[config.mk]
export PLATFORM = sky130hd
export DESIGN_NAME = cvt_ctl_port
export DESIGN_NICKNAME = d
export VERILOG_FILES = /design/src/rtl/cvt_ctl_pkg.sv /design/src/rtl/cvt_ctl_sync.sv /design/src/rtl/cvt_ctl_shift.sv /design/src/rtl/cvt_ctl_peak.sv /design/src/rtl/cvt_ctl_port.sv
export SDC_FILE = /design/constraint.sdc
export NUM_CORES = 1
export LEC_CHECK = 0
export BUFFER_PORTS_ARGS = -buffer_cell sky130_fd_sc_hd__buf_4
export CAP_MARGIN = 20
export CORE_ASPECT_RATIO = 0.5
export CORE_MARGIN = 2
export CORE_UTILIZATION = 47
export CTS_CLUSTER_DIAMETER = 40
export DETAILED_ROUTE_END_ITERATION = 10
export PLACE_DENSITY_LB_ADDON = 0.12
export SETUP_SLACK_MARGIN = 0.5
export SYNTH_ARGS = -nofsm -noshare
export SYNTH_HDL_FRONTEND = slang
export SYNTH_HIERARCHICAL = 1
export SYNTH_SLANG_ARGS = --single-unit
[constraint.sdc]
create_clock -name clk -period 2 [get_ports clk]
set_input_delay 0.3 -clock clk [delete_from_list [all_inputs] [get_ports clk]]
set_output_delay 0.3 -clock clk [all_outputs]
set_load 0.05 [all_outputs]
[src/rtl/cvt_ctl_pkg.sv]
package cvt_ctl_pkg;
    // frame geometry
    localparam int ADDR_W  = 4;
    localparam int DATA_W  = 10;
    localparam int FRAME_W = ADDR_W + 2 + DATA_W;
    // register population
    localparam int N_CTRL  = 3;
    localparam int N_CH    = 2;
    localparam int PK_BASE = 3;
    // sample path
    localparam int SMP_W   = 24;
    localparam int PK_W    = 6;
    // enable bit location for peak tracking
    localparam int PK_EN_REG = 2;
    localparam int PK_EN_BIT = 0;
endpackage

[src/rtl/cvt_ctl_sync.sv]
module cvt_ctl_sync #(
    parameter int          W   = 3,
    parameter logic [W-1:0] RST = '0
) (
    input  logic         clk,
    input  logic         rst_n,
    input  logic [W-1:0] din_i,
    output logic [W-1:0] dout_o
);
    typedef struct packed {
        logic [W-1:0] s1;
        logic [W-1:0] s2;
    } st_t;

    st_t st_d, st_q;

    always_comb begin
        st_d    = st_q;
        st_d.s1 = din_i;
        st_d.s2 = st_q.s1;
    end

    always_ff @(posedge clk or negedge rst_n) begin
        if (!rst_n) st_q <= '{s1: RST, s2: RST};
        else        st_q <= st_d;
    end

    assign dout_o = st_q.s2;
endmodule

[src/rtl/cvt_ctl_shift.sv]
module cvt_ctl_shift #(
    parameter int FRAME_W = 16,
    parameter int RSV_BIT = 10,
    localparam int CNT_W  = $clog2(FRAME_W + 2),
    localparam int CMD_W  = FRAME_W - 1
) (
    input  logic               clk,
    input  logic               rst_n,
    input  logic               sck_i,
    input  logic               cs_n_i,
    input  logic               sdi_i,
    input  logic               rsp_vld_i,
    input  logic [FRAME_W-1:0] rsp_word_i,
    output logic               open_o,
    output logic               done_o,
    output logic [CMD_W-1:0]   cmd_o,
    output logic [CNT_W-1:0]   cnt_o,
    output logic               sdo_o
);
    localparam logic [CNT_W-1:0] CNT_FULL = CNT_W'(FRAME_W);
    localparam logic [CNT_W-1:0] CNT_SAT  = CNT_W'(FRAME_W + 1);

    typedef struct packed {
        logic               sck_p;
        logic               cs_p;
        logic [FRAME_W-1:0] rx;
        logic [FRAME_W-1:0] tx;
        logic [CNT_W-1:0]   cnt;
        logic               done;
        logic [CMD_W-1:0]   cmd;
    } st_t;

    st_t  st_d, st_q;
    logic sck_rise, sck_fall, cs_fall, cs_rise;

    always_comb begin
        sck_rise = sck_i & ~st_q.sck_p;
        sck_fall = ~sck_i & st_q.sck_p;
        cs_fall  = ~cs_n_i & st_q.cs_p;
        cs_rise  = cs_n_i & ~st_q.cs_p;

        st_d       = st_q;
        st_d.sck_p = sck_i;
        st_d.cs_p  = cs_n_i;
        st_d.done  = 1'b0;

        if (cs_fall) begin
            st_d.cnt = '0;
            st_d.tx  = rsp_vld_i ? rsp_word_i : '0;
        end else if (!cs_n_i) begin
            if (sck_rise) begin
                st_d.rx = {st_q.rx[FRAME_W-2:0], sdi_i};
                if (st_q.cnt != CNT_SAT) st_d.cnt = st_q.cnt + 1'b1;
            end
            if (sck_fall) st_d.tx = {st_q.tx[FRAME_W-2:0], 1'b0};
        end

        if (cs_rise) begin
            st_d.tx = '0;
            if (st_q.cnt == CNT_FULL) begin
                st_d.done = 1'b1;
                st_d.cmd  = {st_q.rx[FRAME_W-1:RSV_BIT+1], st_q.rx[RSV_BIT-1:0]};
            end
        end
    end

    always_ff @(posedge clk or negedge rst_n) begin
        if (!rst_n) begin
            st_q       <= '0;
            st_q.cs_p  <= 1'b1;
        end else begin
            st_q <= st_d;
        end
    end

    assign open_o = cs_fall;
    assign done_o = st_q.done;
    assign cmd_o  = st_q.cmd;
    assign cnt_o  = st_q.cnt;
    assign sdo_o  = st_q.tx[FRAME_W-1];
endmodule

[src/rtl/cvt_ctl_peak.sv]
module cvt_ctl_peak #(
    parameter int SMP_W = 24,
    parameter int PK_W  = 6
) (
    input  logic             clk,
    input  logic             rst_n,
    input  logic             en_i,
    input  logic             vld_i,
    input  logic [SMP_W-1:0] smp_i,
    input  logic             clr_i,
    output logic [PK_W-1:0]  pk_o
);
    typedef struct packed {
        logic [PK_W-1:0] pk;
    } st_t;

    st_t             st_d, st_q;
    logic [PK_W-1:0] head;
    logic [PK_W-1:0] mag;

    always_comb begin
        head = PK_W'(smp_i >> (SMP_W - PK_W));
        mag  = head[PK_W-1] ? (~head + 1'b1) : head;

        st_d = st_q;
        if (clr_i) begin
            st_d.pk = '0;
        end else if (en_i && vld_i && (mag > st_q.pk)) begin
            st_d.pk = mag;
        end
    end

    always_ff @(posedge clk or negedge rst_n) begin
        if (!rst_n) st_q <= '0;
        else        st_q <= st_d;
    end

    assign pk_o = st_q.pk;
endmodule

[src/rtl/cvt_ctl_port.sv]
module cvt_ctl_port
    import cvt_ctl_pkg::*;
#(
    parameter int P_ADDR_W = ADDR_W,
    parameter int P_DATA_W = DATA_W,
    parameter int P_N_CTRL = N_CTRL,
    parameter int P_N_CH   = N_CH,
    parameter int P_SMP_W  = SMP_W,
    parameter int P_PK_W   = PK_W,
    localparam int FW      = P_ADDR_W + 2 + P_DATA_W,
    localparam int CW      = FW - 1,
    localparam int CNTW    = $clog2(FW + 2)
) (
    input  logic                         clk,
    input  logic                         rst_n,
    input  logic                         sclk_i,
    input  logic                         cs_n_i,
    input  logic                         sdi_i,
    output logic                         sdo_o,
    input  logic                         smp_vld_i,
    input  logic [P_N_CH*P_SMP_W-1:0]    smp_i,
    output logic [P_N_CTRL*P_DATA_W-1:0] ctrl_o
);
    typedef struct packed {
        logic [P_N_CTRL-1:0][P_DATA_W-1:0] ctrl;
        logic [FW-1:0]                     rsp;
        logic                              rsp_vld;
    } st_t;

    st_t st_d, st_q;

    // synchronised serial pins: {sdi, cs_n, sclk}
    logic [2:0] pin_s;

    cvt_ctl_sync #(.W(3), .RST(3'b010)) u_sync (
        .clk    (clk),
        .rst_n  (rst_n),
        .din_i  ({sdi_i, cs_n_i, sclk_i}),
        .dout_o (pin_s)
    );

    logic            open_p;
    logic            done_p;
    logic [CW-1:0]   cmd;
    logic [CNTW-1:0] bit_cnt;
    logic            sdo_w;

    cvt_ctl_shift #(.FRAME_W(FW), .RSV_BIT(P_DATA_W)) u_shift (
        .clk        (clk),
        .rst_n      (rst_n),
        .sck_i      (pin_s[0]),
        .cs_n_i     (pin_s[1]),
        .sdi_i      (pin_s[2]),
        .rsp_vld_i  (st_q.rsp_vld),
        .rsp_word_i (st_q.rsp),
        .open_o     (open_p),
        .done_o     (done_p),
        .cmd_o      (cmd),
        .cnt_o      (bit_cnt),
        .sdo_o      (sdo_w)
    );

    // command fields after the reserved bit has been dropped
    logic [P_ADDR_W-1:0] c_addr;
    logic                c_rd;
    logic [P_DATA_W-1:0] c_data;

    assign c_addr = cmd[CW-1 -: P_ADDR_W];
    assign c_rd   = cmd[P_DATA_W];
    assign c_data = cmd[P_DATA_W-1:0];

    // peak trackers, one per channel
    logic [P_N_CH*P_PK_W-1:0] pk_all;
    logic [P_N_CH-1:0]        pk_clr;
    logic                     pk_en;

    assign pk_en = st_q.ctrl[PK_EN_REG][PK_EN_BIT];

    for (genvar c = 0; c < P_N_CH; c++) begin : g_pk
        assign pk_clr[c] = done_p && c_rd && (c_addr == P_ADDR_W'(PK_BASE + c));

        cvt_ctl_peak #(.SMP_W(P_SMP_W), .PK_W(P_PK_W)) u_pk (
            .clk   (clk),
            .rst_n (rst_n),
            .en_i  (pk_en),
            .vld_i (smp_vld_i),
            .smp_i (smp_i[c*P_SMP_W +: P_SMP_W]),
            .clr_i (pk_clr[c]),
            .pk_o  (pk_all[c*P_PK_W +: P_PK_W])
        );
    end

    logic [P_DATA_W-1:0] rdata;

    always_comb begin
        rdata = '0;
        for (int i = 0; i < P_N_CTRL; i++) begin
            if (c_addr == P_ADDR_W'(i)) rdata = st_q.ctrl[i];
        end
        for (int c = 0; c < P_N_CH; c++) begin
            if (c_addr == P_ADDR_W'(PK_BASE + c)) begin
                rdata = {{(P_DATA_W-P_PK_W){1'b0}}, pk_all[c*P_PK_W +: P_PK_W]};
            end
        end

        st_d = st_q;
        if (open_p) st_d.rsp_vld = 1'b0;

        if (done_p) begin
            if (c_rd) begin
                st_d.rsp     = {c_addr, 2'b00, rdata};
                st_d.rsp_vld = 1'b1;
            end else begin
                for (int i = 0; i < P_N_CTRL; i++) begin
                    if (c_addr == P_ADDR_W'(i)) st_d.ctrl[i] = c_data;
                end
            end
        end
    end

    always_ff @(posedge clk or negedge rst_n) begin
        if (!rst_n) st_q <= '0;
        else        st_q <= st_d;
    end

    assign sdo_o  = sdo_w;
    assign ctrl_o = st_q.ctrl;
endmodule

# After elaboration in Yosys (flattened, before gate mapping)
# Index checks and enable logic that the tools add are counted.
# classes
add_sub_neg	3
n_lt_le_gt_ge	2
n_eq_ne	8
mux	23
bitwise_logic	12
reduce_logical	20
# op_table
operator	n
16-bit 2-to-1 mux	5
10-bit 2-to-1 mux	5
21-bit 2-to-1 mux	2
6-bit 2-to-1 mux	6
3-bit AND reduction	5
6-bit by 1-bit adder with 6-bit output (second input constant)	2
6-bit greater-than comparator	2
6-bit NOT	2
5-bit 2-to-1 mux	2
4-bit by 2-bit equality test with 1-bit output (second input constant)	2
2-bit nonzero test	4
1-bit logical AND	6
1-bit NOT	6
2-bit AND reduction	3
5-bit by 1-bit adder with 5-bit output (second input constant)	1
5-bit equality test (second input constant)	1
5-bit != test (second input constant)	1
1-bit AND	4
4-bit by 1-bit equality test with 1-bit output (second input constant)	1
4-bit by 3-bit equality test with 1-bit output (second input constant)	1
4-bit logical NOT	1
1-bit 2-to-1 mux	3
3-bit by 2-bit != test with 1-bit output (second input constant)	1
3-bit nonzero test	1
2-bit != test (second input constant)	1
# totals
register_bits	118
inputBits	54
output_inout_bits	31
wordCells	84

# Longest topological paths before layout
# Gate-level depths: netlist of the first run.
# logic_depth
word_depth	7
depth_mapped	10
mapped_depth_nobuf	10

# By module
# The synthesis of the first run kept the hierarchy.
# modules_own_cells
mod	n_inst	cells_each	area_each_um2
cvt_ctl_shift	1	193	2590.0
cvt_ctl_port	1	219	2384.8
cvt_ctl_peak	2	62	553.0
cvt_ctl_sync	1	6	152.6

# Worst setup path before layout of the first run
# Ideal clock, no wire load.
# synth_path
path_type	input port to flip-flop
from	input port smp_i[18]
to	register g_pk[0].u_pk.st_q, in the netlist g_pk[0].u_pk/pk_o[0]
setup_time_ns	0.079
arrival_ns	2.313
setup_slack_ns	-0.392
path_stages	10
n_path_buf	0
cell_sequence	inv_1 ha_1 or3b_1 nor3b_1 or2_2 ha_1 nand4_1 o21bai_1 a31oi_4 mux2i_1
# synth_via
elab_chain_cells	6
elab_cells_between_ends	8
classes_between	1 x add/sub; 1 x order compare; 3 x mux; 1 x bitwise; 2 x reduce/logical
# synth_rtl
item	line	source
start: declaration	cvt_ctl_port.sv:21	input logic [P_N_CH*P_SMP_W-1:0] smp_i,
6-bit NOT	cvt_ctl_peak.sv:23	mag = head[PK_W-1] ? (~head + 1'b1) : head;
6-bit by 1-bit adder with 6-bit output	cvt_ctl_peak.sv:23	
6-bit 2-to-1 mux *	cvt_ctl_peak.sv:23	
6-bit greater-than comparator	cvt_ctl_peak.sv:28	end else if (en_i && vld_i && (mag > st_q.pk)) begin
1-bit logical AND	cvt_ctl_peak.sv:28	
2-bit nonzero test (no source line)	-	
end signal: assignment	cvt_ctl_peak.sv:35	else st_q <= st_d;
end: declaration	cvt_ctl_peak.sv:17	st_t st_d, st_q;
# Every way passes the cells marked *; elsewhere a longest branch is shown, timed or not. The select of a mux whose other input is x is not followed.
# A chain may end at the register's enable or synchronous reset.

# Worst setup path after layout of the first run
# layout_path
from	input port smp_i[18]
to	register g_pk[0].u_pk.st_q, in the netlist g_pk[0].u_pk/pk_o[3]
# The elaborated chain is that of the path after synthesis.

==> flow_metrics.env, run 1 <==
export IMPL_unrepaired_setup_endpoints_after_global_routing="yes"
export IMPL_tritoncts_buffer_count=17
export IMPL_clk_pin_slew_ns=0.06
export IMPL_grt_met1_usage=0.319
export IMPL_fmax_ghz=0.467
export IMPL_clockPowerShare=0.498
export IMPL_failing_checks="negative setup slack"
export IMPL_cts_tree="done"
export IMPL_final_core_util=0.674
export IMPL_grt_antenna_before_repair=0
export IMPL_avgViaCountPerCell=5.34
export IMPL_count_of_vias_placed_by_the_detailed_router=4293
export IMPL_yosysWarningCount=6
export IMPL_count_of_input_and_output_buffers=48
export IMPL_drt_pass1_iterations=4
export IMPL_count_of_standard_cell_rows=29
export IMPL_detailed_place_hpwl_mm=8.80
export IMPL_worst_pin_slew_ns=0.557
export IMPL_power_report_internal_total_mw=4.46
export IMPL_cts_root_buf="sky130_fd_sc_hd__clkbuf_16"
export IMPL_average_detailed_routed_wire_length_per_instance_um=18.8
export IMPL_drt_first_iter_violations=234
export IMPL_met3_usage=0.0429
export IMPL_clock_path_buffers=2
export IMPL_power_leakage_nw=4.07
export IMPL_cts_num_sinks=118
export IMPL_syn_area_um2=6200
export IMPL_timing_max_cap_violations=0
export IMPL_min_period_ns=2.14
export IMPL_core_um2=12800
export IMPL_power_density_cell_area_nw_per_um2=693
export IMPL_maxSlewViolCount=0
export IMPL_detail_route_drc_violations=0
export IMPL_preCtsSetupSlack_ns=-0.612
export IMPL_finClkSkew_ns=0.0139
export IMPL_postSynthAreaPerCell_um2=11.5
export IMPL_final_setup_violation_count=12
export IMPL_filler_cells=905
export IMPL_maximum_number_of_pins_on_one_net_before_global_route_repair=45
export IMPL_worst_path_max_fanout=6
export IMPL_final_min_period_over_clock_period=1.07
export IMPL_crit_arrival_ns=2.48
export IMPL_totalWireLength_mm=15.1
export IMPL_hold_violations=0
export IMPL_synthCells=537
export IMPL_die_h_um=85.2
export IMPL_dieWidth_um=166
export IMPL_clock_tree_htree_level_count=4
export IMPL_dieArea_um2=14200
export IMPL_combinationalPowerShare=0.085
export IMPL_most_used_routing_layer_in_global_routing="met1"
export IMPL_grt_pass1_vias=4141
export IMPL_power_total_mw=5.96
export IMPL_seq_power_share=0.418
export IMPL_io_pin_count=85
export IMPL_peakVddDrop_mv=0.470
export IMPL_gr_usage_all_layers=0.207
export IMPL_power_switching_fraction=0.252
export IMPL_status="complete, but fails checks"
export IMPL_hold_path_class="in -> reg"
export IMPL_nets=692
export IMPL_aggregate_global_routing_overflow=0
export IMPL_start_util=0.485
export IMPL_insertedDiodeCount=0
export IMPL_required_ns=2.34
export IMPL_area_growth_pct=38.9
export IMPL_worstSetupStartpointType="input pin"
export IMPL_ant_nets=0
export IMPL_globalplace_congestion=0.828
export IMPL_layout_drive_gt1_share=0.509
export IMPL_worstSetupPathType="in -> reg"
export IMPL_clock_latency_ns=0.42
export IMPL_minimum_setup_slack_in_the_final_design_ns=-0.139
export IMPL_gr_usage_met2=0.287
export IMPL_power_switching_mw=1.50
export IMPL_grt_pass1_wl_mm=22.7
export IMPL_max_slew_margin=0.628
export IMPL_crit_path_end_kind="flop"
power groups by stage:
stage | clock [mW] | combinational [mW] | sequential, mW
after floorplan | 0 | 0.207 | 2.51
after global placement | 0 | 0.366 | 2.53
after detailed placement | 0 | 0.366 | 2.53
after CTS | 3.00 | 0.441 | 2.49
after global routing | 3.14 | 0.549 | 2.50
final | 2.97 | 0.504 | 2.49
worst max-delay path, stage by stage:
cell and delay (ns):
sky130_fd_sc_hd__buf_8 0.10, sky130_fd_sc_hd__inv_6 0.05, sky130_fd_sc_hd__ha_4 0.12, sky130_fd_sc_hd__or3b_1 0.36, sky130_fd_sc_hd__nor3b_2 0.17, sky130_fd_sc_hd__or2_4 0.23
sky130_fd_sc_hd__ha_4 0.26, sky130_fd_sc_hd__nand4_1 0.12, sky130_fd_sc_hd__o21bai_4 0.21, sky130_fd_sc_hd__a31oi_4 0.31, sky130_fd_sc_hd__mux2i_1 0.23
sequential cells by signal, summed over array words and instances, names as in the netlist:
signal and flops:
st_q 15, u_shift/done_o 1, u_sync/st_d 3, ctrl_o 30, u_sync/dout_o 3, u_shift/st_q 33
g_pk.u_pk/pk_o 12, u_shift/cnt_o 5, u_shift/sdo_o 1, u_shift/cmd_o 15
final timing paths:
check | from | endpoint | slack (ns) | depth (start not counted)
worst max-delay path | smp_i[18] | g_pk[0].u_pk/pk_o[3] | -0.14 | 11
worst max register to register | u_shift/cmd_o[14] | ctrl_o[24] | 0.15 | 6
worst min-delay path | smp_i[42] | g_pk[1].u_pk/pk_o[0] | 0.28 | 4
min in group asynchronous | rst_n | u_shift/st_q[45] | 0.39 | 2
max in group asynchronous | rst_n | u_sync/st_d[1] | 0.96 | 3
worst min register to register | u_sync/st_d[0] | u_sync/dout_o[0] | 0.35 | 0
area by class of cell:
| class | count | area [µm²] | area share |
|---|---|---|---|
| clock buffer | 18 | 429 | 0.0499 |
| clock inverter | 14 | 139 | 0.0161 |
| inverter | 27 | 140 | 0.0163 |
| multi-input combinational | 328 | 3460 | 0.402 |
| sequential | 118 | 2970 | 0.345 |
| tap | 170 | 213 | 0.0247 |
| timing repair buffer | 129 | 1260 | 0.146 |
cell usage in the layout, fill, tap and decap left out, types with 6 or more instances in the layout:
cell and count:
sky130_fd_sc_hd__inv_1 21, sky130_fd_sc_hd__buf_12 9, sky130_fd_sc_hd__a21oi_2 10, sky130_fd_sc_hd__and4b_1 9, sky130_fd_sc_hd__nand2b_1 11, sky130_fd_sc_hd__nand2_1 44, sky130_fd_sc_hd__o2bb2ai_4 6, sky130_fd_sc_hd__buf_4 87
sky130_fd_sc_hd__mux2_4 67, sky130_fd_sc_hd__dfrtp_1 111, sky130_fd_sc_hd__inv_6 8, sky130_fd_sc_hd__clkbuf_16 19, sky130_fd_sc_hd__buf_6 22, sky130_fd_sc_hd__mux2i_1 13, sky130_fd_sc_hd__a22o_1 8, sky130_fd_sc_hd__ha_1 12
sky130_fd_sc_hd__o21ai_0 19, sky130_fd_sc_hd__nor2_1 13
timing repair:
| action | 4_1_cts | 5_1_grt |
|---|---|---|
| setup buffers | 18 | 23 |
| hold buffers | 4 | 0 |
| setup endpoints to repair | 105 | 110 |
| gates cloned | 1 | 3 |
| gates resized for setup | 48 | 113 |
| pin swaps | 21 | 21 |
| endpoints found under the hold margin | 37 | 0 |
metal layers:
layer  share of wire  vias up
met4           0.011        0
met3           0.035       14
met5               0        -
met2            0.45       70
li1                -     2023
met1            0.51     2186
through the flow:
| step | setup TNS [ns] | std cells | instance area, µm² | hold slack, ns |
|---|---|---|---|---|
| floorplan | -3.21 | 538 | 6470 | 0.00441 |
| global route | -2.34 | 804 | 8600 | 0.287 |
| CTS | -1.24 | 778 | 7830 | 0.274 |
| global placement | -6.11 | 723 | 6850 | 0.297 |
| finish | -1.33 | 804 | 8600 | 0.285 |
| detailed placement | -6.90 | 723 | 6850 | 0.303 |
(Power assumes the default switching activity.)
==> run 2: changes to the inputs <==
--- a/config.mk
+++ b/config.mk
@@ -5,6 +5,7 @@
 export SDC_FILE = /design/constraint.sdc
 export NUM_CORES = 1
 export LEC_CHECK = 0
+export ABC_AREA = 1
 export BUFFER_PORTS_ARGS = -buffer_cell sky130_fd_sc_hd__buf_4
 export CAP_MARGIN = 20
 export CORE_ASPECT_RATIO = 0.5
==> flow_metrics.env, run 2 <==
export IMPL_status="completed"
export IMPL_die_h_um=86.4
export IMPL_grt_antenna_before_repair=0
export IMPL_area_growth_pct=23.7
export IMPL_tritoncts_buffer_count=17
export IMPL_min_period_ns=1.54
export IMPL_count_of_vias_placed_by_the_detailed_router=5010
export IMPL_cts_root_buf="sky130_fd_sc_hd__clkbuf_16"
export IMPL_synthCells=785
export IMPL_insertedDiodeCount=0
export IMPL_io_pin_count=85
export IMPL_minimum_setup_slack_in_the_final_design_ns=0.457
export IMPL_yosysWarningCount=6
export IMPL_maxSlewViolCount=0
export IMPL_setup_slack_reg_to_reg_ns=0.46
export IMPL_unrepaired_setup_endpoints_after_global_routing="yes"
export IMPL_ant_nets=0
export IMPL_average_detailed_routed_wire_length_per_instance_um=14.1
export IMPL_preCtsSetupSlack_ns=0.00692
export IMPL_dieArea_um2=14600
export IMPL_avgViaCountPerCell=4.90
export IMPL_aggregate_global_routing_overflow=0
export IMPL_final_setup_violation_count=0
export IMPL_core_um2=13400
export IMPL_power_report_internal_total_mw=4.54
export IMPL_power_density_cell_area_nw_per_um2=777
export IMPL_clockPowerShare=0.499
export IMPL_power_leakage_nw=3.87
export IMPL_dieWidth_um=169
export IMPL_max_ffs_per_register=33
export IMPL_seq_power_share=0.414
export IMPL_detailed_place_hpwl_mm=9.41
export IMPL_globalplace_congestion=0.860
export IMPL_worst_path_max_fanout=6
export IMPL_drt_first_iter_violations=283
export IMPL_critPathLaunch="u_shift/cmd_o[12]"
export IMPL_postSynthAreaPerCell_um2=8.13
export IMPL_power_switching_mw=1.60
export IMPL_hold_path_class="in -> reg"
export IMPL_drt_pass1_iterations=4
export IMPL_min_from="smp_i[18]"
export IMPL_required_ns=2.30
export IMPL_detail_route_drc_violations=0
export IMPL_clock_path_buffers=2
export IMPL_final_cell_area_um2=7900
export IMPL_clk_pin_slew_ns=0.06
export IMPL_worst_pin_slew_ns=0.508
export IMPL_power_switching_fraction=0.260
export IMPL_worstSetupPathType="reg -> reg"
export IMPL_place_area_um2=6710
export IMPL_crit_path_end_kind="flop"
export IMPL_count_of_standard_cell_rows=30
export IMPL_worst_r2r_startpoint="u_shift/cmd_o[12]"
export IMPL_cts_num_sinks=118
export IMPL_crit_arrival_ns=1.84
export IMPL_max_slew_margin=0.660
export IMPL_grt_pass1_wl_mm=23.4
export IMPL_clock_tree_htree_level_count=4
export IMPL_layout_commonest_cell="sky130_fd_sc_hd__nand2_1"
export IMPL_peakVddDrop_mv=0.478
export IMPL_max_flop_register="u_shift/st_q"
export IMPL_nets=904
export IMPL_totalNegativeSetupSlack_ns=0
export IMPL_final_min_period_over_clock_period=0.771
export IMPL_layout_common_cells="244 x sky130_fd_sc_hd__nand2_1, 111 x sky130_fd_sc_hd__dfrtp_1, 83 x sky130_fd_sc_hd__buf_4"
export IMPL_start_util=0.476
export IMPL_count_of_input_and_output_buffers=48
export IMPL_combinationalPowerShare=0.087
export IMPL_timing_max_cap_violations=0
export IMPL_hold_violations=0
export IMPL_totalWireLength_mm=14.5
export IMPL_layout_drive_gt1_share=0.287
export IMPL_finClkSkew_ns=0.00980
export IMPL_cts_tree="done"
export IMPL_syn_area_um2=6380
export IMPL_grt_pass1_vias=4621
export IMPL_fmax_ghz=0.648
export IMPL_worstSetupStartpointType="flop"
export IMPL_gr_usage_all_layers=0.205
export IMPL_maximum_number_of_pins_on_one_net_before_global_route_repair=40
export IMPL_clock_latency_ns=0.42
[run 2: cell type report]
type	count	area [µm²]
Fill cell	1201	5500
Sequential cell	118	2960
Multi-Input combinational cell	498	2810
Timing Repair Buffer	101	891
Clock buffer	17	425
Inverter	96	413
Tap cell	176	220
Clock inverter	15	168
Timing Repair inverter	1	7.51
[run 2: power groups by stage]
stage	Sequential, mW	Combinational, mW	Clock [mW]
detailed placement	2.58	0.460	0
floorplan	2.57	0.311	0
global placement	2.58	0.448	0
global route	2.55	0.613	3.23
CTS	2.54	0.473	3.11
finish	2.54	0.534	3.06
[run 2: layer usage]
| layer | track usage | up-vias | wire (µm) |
|---|---|---|---|
| li1 | - | 2550 | - |
| met5 | 0 | - | 0 |
| met3 | 0.0489 | 11 | 514 |
| met2 | 0.298 | 62 | 6450 |
| met1 | 0.308 | 2387 | 7390 |
| met4 | 0.0533 | 0 | 99 |
[run 2: worst paths after layout]
check,endpoint,cells after the start
setup / recovery,g_pk[1].u_pk/pk_o[5],7
hold / removal,g_pk[0].u_pk/pk_o[0],3
setup reg to reg,g_pk[1].u_pk/pk_o[5],7
hold reg to reg,u_sync/dout_o[2],0
max in group asynchronous,u_shift/st_q[53],3
min in group asynchronous,u_sync/dout_o[0],2
[run 2: what timing repair did]
item | CTS | global route
gates cloned | 1 | 2
endpoints found under the hold margin | 27 | 0
gates resized for setup | 14 | 51
pin swaps | 4 | 32
endpoints found under the setup margin | 67 | 62
buffers inserted | 11 | 20
hold buffers | 4 | 0
[run 2: critical path: stages, from the launching register on]
cell                         delay, ns
sky130_fd_sc_hd__dfrtp_2          0.45
sky130_fd_sc_hd__buf_12           0.14
sky130_fd_sc_hd__nor2_8           0.12
sky130_fd_sc_hd__nand3_4          0.09
sky130_fd_sc_hd__nor2_4           0.21
sky130_fd_sc_hd__clkinvlp_4       0.24
sky130_fd_sc_hd__nand3_2          0.13
sky130_fd_sc_hd__nand2_1          0.06
[run 2: stage by stage]
stage,instances,total power [mW],hold WS [ns],utilization
after CTS,1000,6.13,0.187,0.558
final,1022,6.14,0.170,0.589
after global routing,1022,6.39,0.158,0.589
after detailed placement,952,3.04,0.265,0.501
after global placement,952,3.03,0.268,0.501
after floorplan,786,2.88,0.00441,-
==> run 3: changes to the inputs <==
--- a/config.mk
+++ b/config.mk
@@ -5,7 +5,7 @@
 export SDC_FILE = /design/constraint.sdc
 export NUM_CORES = 1
 export LEC_CHECK = 0
-export ABC_AREA = 1
+export ABC_AREA = 0
 export BUFFER_PORTS_ARGS = -buffer_cell sky130_fd_sc_hd__buf_4
 export CAP_MARGIN = 20
 export CORE_ASPECT_RATIO = 0.5
==> constraint.sdc (replaced) <==
create_clock -name clk -period 1.5 [get_ports clk]
set_input_delay 0.225 -clock clk [delete_from_list [all_inputs] [get_ports clk]]
set_output_delay 0.225 -clock clk [all_outputs]
set_load 0.05 [all_outputs]
==> flow_metrics.env, run 3 (synthesis results as in run 1) <==
export IMPL_drt_first_iter_violations=209
export IMPL_final_core_util=0.720
export IMPL_min_period_ns=2.01
export IMPL_cts_tree="done"
export IMPL_max_flop_register="u_shift/st_q"
export IMPL_max_ffs_per_register=33
export IMPL_worst_path_max_fanout=6
export IMPL_cts_num_sinks=118
export IMPL_power_report_internal_total_mw=6.02
export IMPL_avgViaCountPerCell=5.19
export IMPL_count_of_input_and_output_buffers=48
export IMPL_fmax_ghz=0.498
export IMPL_path_common_cell="sky130_fd_sc_hd__ha_4"
export IMPL_clockPowerShare=0.498
export IMPL_maximum_number_of_pins_on_one_net_before_global_route_repair=38
export IMPL_status="complete, but fails checks"
export IMPL_globalplace_congestion=0.836
export IMPL_unrepaired_setup_endpoints_after_global_routing="yes"
export IMPL_place_area_um2=7300
export IMPL_timing_max_cap_violations=0
export IMPL_count_of_vias_placed_by_the_detailed_router=4505
export IMPL_insertedDiodeCount=0
export IMPL_core_um2=12800
export IMPL_hold_violations=0
export IMPL_average_detailed_routed_wire_length_per_instance_um=17.9
export IMPL_worst_path_dominant_cell_family="simple AND/OR/NAND/NOR gates"
export IMPL_layout_drive_gt1_share=0.560
export IMPL_filler_cells=855
export IMPL_area_growth_pct=48.3
export IMPL_maxSlewViolCount=0
export IMPL_drt_pass1_iterations=4
export IMPL_combinationalPowerShare=0.089
export IMPL_worstSetupStartpointType="input pin"
export IMPL_final_min_period_over_clock_period=1.34
export IMPL_final_cell_area_um2=9190
export IMPL_count_of_standard_cell_rows=29
export IMPL_layout_commonest_cell="sky130_fd_sc_hd__dfrtp_1"
export IMPL_layout_common_cells="113 x sky130_fd_sc_hd__dfrtp_1, 106 x sky130_fd_sc_hd__buf_4, 60 x sky130_fd_sc_hd__buf_6"
export IMPL_failing_checks="negative setup slack"
export IMPL_critPathBufInv=3
export IMPL_grt_antenna_before_repair=0
export IMPL_grt_pass1_vias=4693
export IMPL_die_h_um=85.2
export IMPL_tritoncts_buffer_count=17
export IMPL_slowest_delay_ns=0.35
export IMPL_ant_nets=0
export IMPL_crit_path_end_kind="flop"
export IMPL_cp_cell_sequence="buf_8, inv_6, ha_4, or3b_1, nor3b_2, or2_4, ha_4, nand4_1, o21bai_4, a31oi_4, buf_12, mux2i_2"
export IMPL_hold_path_class="in -> async"
export IMPL_dieArea_um2=14200
export IMPL_totalWireLength_mm=15.5
export IMPL_gr_usage_all_layers=0.229
export IMPL_minimum_setup_slack_in_the_final_design_ns=-0.506
export IMPL_finClkSkew_ns=0.0219
export IMPL_peakVddDrop_mv=0.803
export IMPL_clk_pin_slew_ns=0.06
export IMPL_dieWidth_um=166
export IMPL_clock_path_buffers=2
export IMPL_start_util=0.485
export IMPL_seq_power_share=0.413
export IMPL_power_switching_fraction=0.251
export IMPL_io_pin_count=85
export IMPL_required_ns=1.84
export IMPL_final_setup_violation_count=102
export IMPL_detailed_place_hpwl_mm=9.58
export IMPL_critPathSlowestCell="sky130_fd_sc_hd__or3b_1"
export IMPL_detail_route_drc_violations=0
export IMPL_power_total_mw=8.03
export IMPL_cts_root_buf="sky130_fd_sc_hd__clkbuf_16"
export IMPL_nets=756
export IMPL_power_leakage_nw=4.42
export IMPL_crit_arrival_ns=2.34
export IMPL_totalNegativeSetupSlack_ns=-17.38
export IMPL_power_density_cell_area_nw_per_um2=874
export IMPL_clock_tree_htree_level_count=4
export IMPL_grt_pass1_wl_mm=25.1
export IMPL_power_switching_mw=2.02
export IMPL_clock_latency_ns=0.43
export IMPL_worstSetupPathType="in -> reg"
export IMPL_aggregate_global_routing_overflow=0
==> run 3: power groups by stage <==
stage	clock [mW]	combinational [mW]	sequential, mW
2_1_floorplan	0	0.298	3.35
3_3_place_gp	0	0.556	3.37
3_5_place_dp	0	0.560	3.37
4_1_cts	4.03	0.682	3.32
5_1_grt	4.22	0.773	3.32
6_report	4.00	0.715	3.32
==> run 3: cell type report <==
| class | count | area (µm²) | area share |
|---|---|---|---|
| inverters | 27 | 141 | 0.0154 |
| well taps | 170 | 213 | 0.0231 |
| flip-flops and latches | 118 | 2960 | 0.322 |
| multi-input cells | 328 | 3310 | 0.360 |
| repair buffers | 193 | 1990 | 0.216 |
| clock buffers | 18 | 439 | 0.0478 |
| clock inverters | 14 | 141 | 0.0154 |
==> run 3: worst paths after layout <==
check / slack [ns] / cells after the start / endpoint / start
setup / recovery: -0.51 / 12 / g_pk[0].u_pk/pk_o[1] / smp_i[18]
hold / removal: 0.20 / 2 / ctrl_o[18] / rst_n
setup reg to reg: -0.31 / 5 / g_pk[1].u_pk/pk_o[4] / u_shift/cmd_o[11]
hold reg to reg: 0.36 / 0 / u_sync/dout_o[1] / u_sync/st_d[1]
max in group asynchronous: 0.71 / 3 / u_shift/st_q[53] / rst_n
min in group clk: 0.22 / 5 / g_pk[1].u_pk/pk_o[5] / smp_i[46]
==> run 3: stage by stage <==
stage               setup slack, ns  cells  hold WS (ns)
floorplan                    -0.692    538       -0.0706
global placement             -0.942    767         0.105
detailed placement            -1.02    767         0.108
CTS                          -0.497    854         0.200
global route                 -0.546    868         0.202
finish                       -0.506    868         0.200
==> run 3: layer usage <==
| metal | wire length (µm) | vias to the layer above | share of wire | track usage |
|---|---|---|---|---|
| li1 | - | 2147 | - | - |
| met1 | 7630 | 2284 | 0.49 | 0.332 |
| met2 | 7240 | 64 | 0.47 | 0.347 |
| met3 | 551 | 10 | 0.036 | 0.0536 |
| met4 | 93 | 0 | 0.0060 | 0.0627 |
| met5 | 0 | - | 0 | 0 |
==> run 3: timing repair <==
action                                 CTS  global route
endpoints found under the hold margin  118             0
pin swaps                               29            21
hold buffers                             4             0
setup endpoints to repair              141           141
buffers inserted                        45            13
resized for setup                      114            39
cloned                                   6             1
==> run 3: worst reg2reg max path: stages, from the launching register on <==
cell and delay, ns:
sky130_fd_sc_hd__dfrtp_1 0.39, sky130_fd_sc_hd__or4b_4 0.58, sky130_fd_sc_hd__nor2_1 0.21, sky130_fd_sc_hd__inv_1 0.23, sky130_fd_sc_hd__o21ai_0 0.17, sky130_fd_sc_hd__mux2i_1 0.11
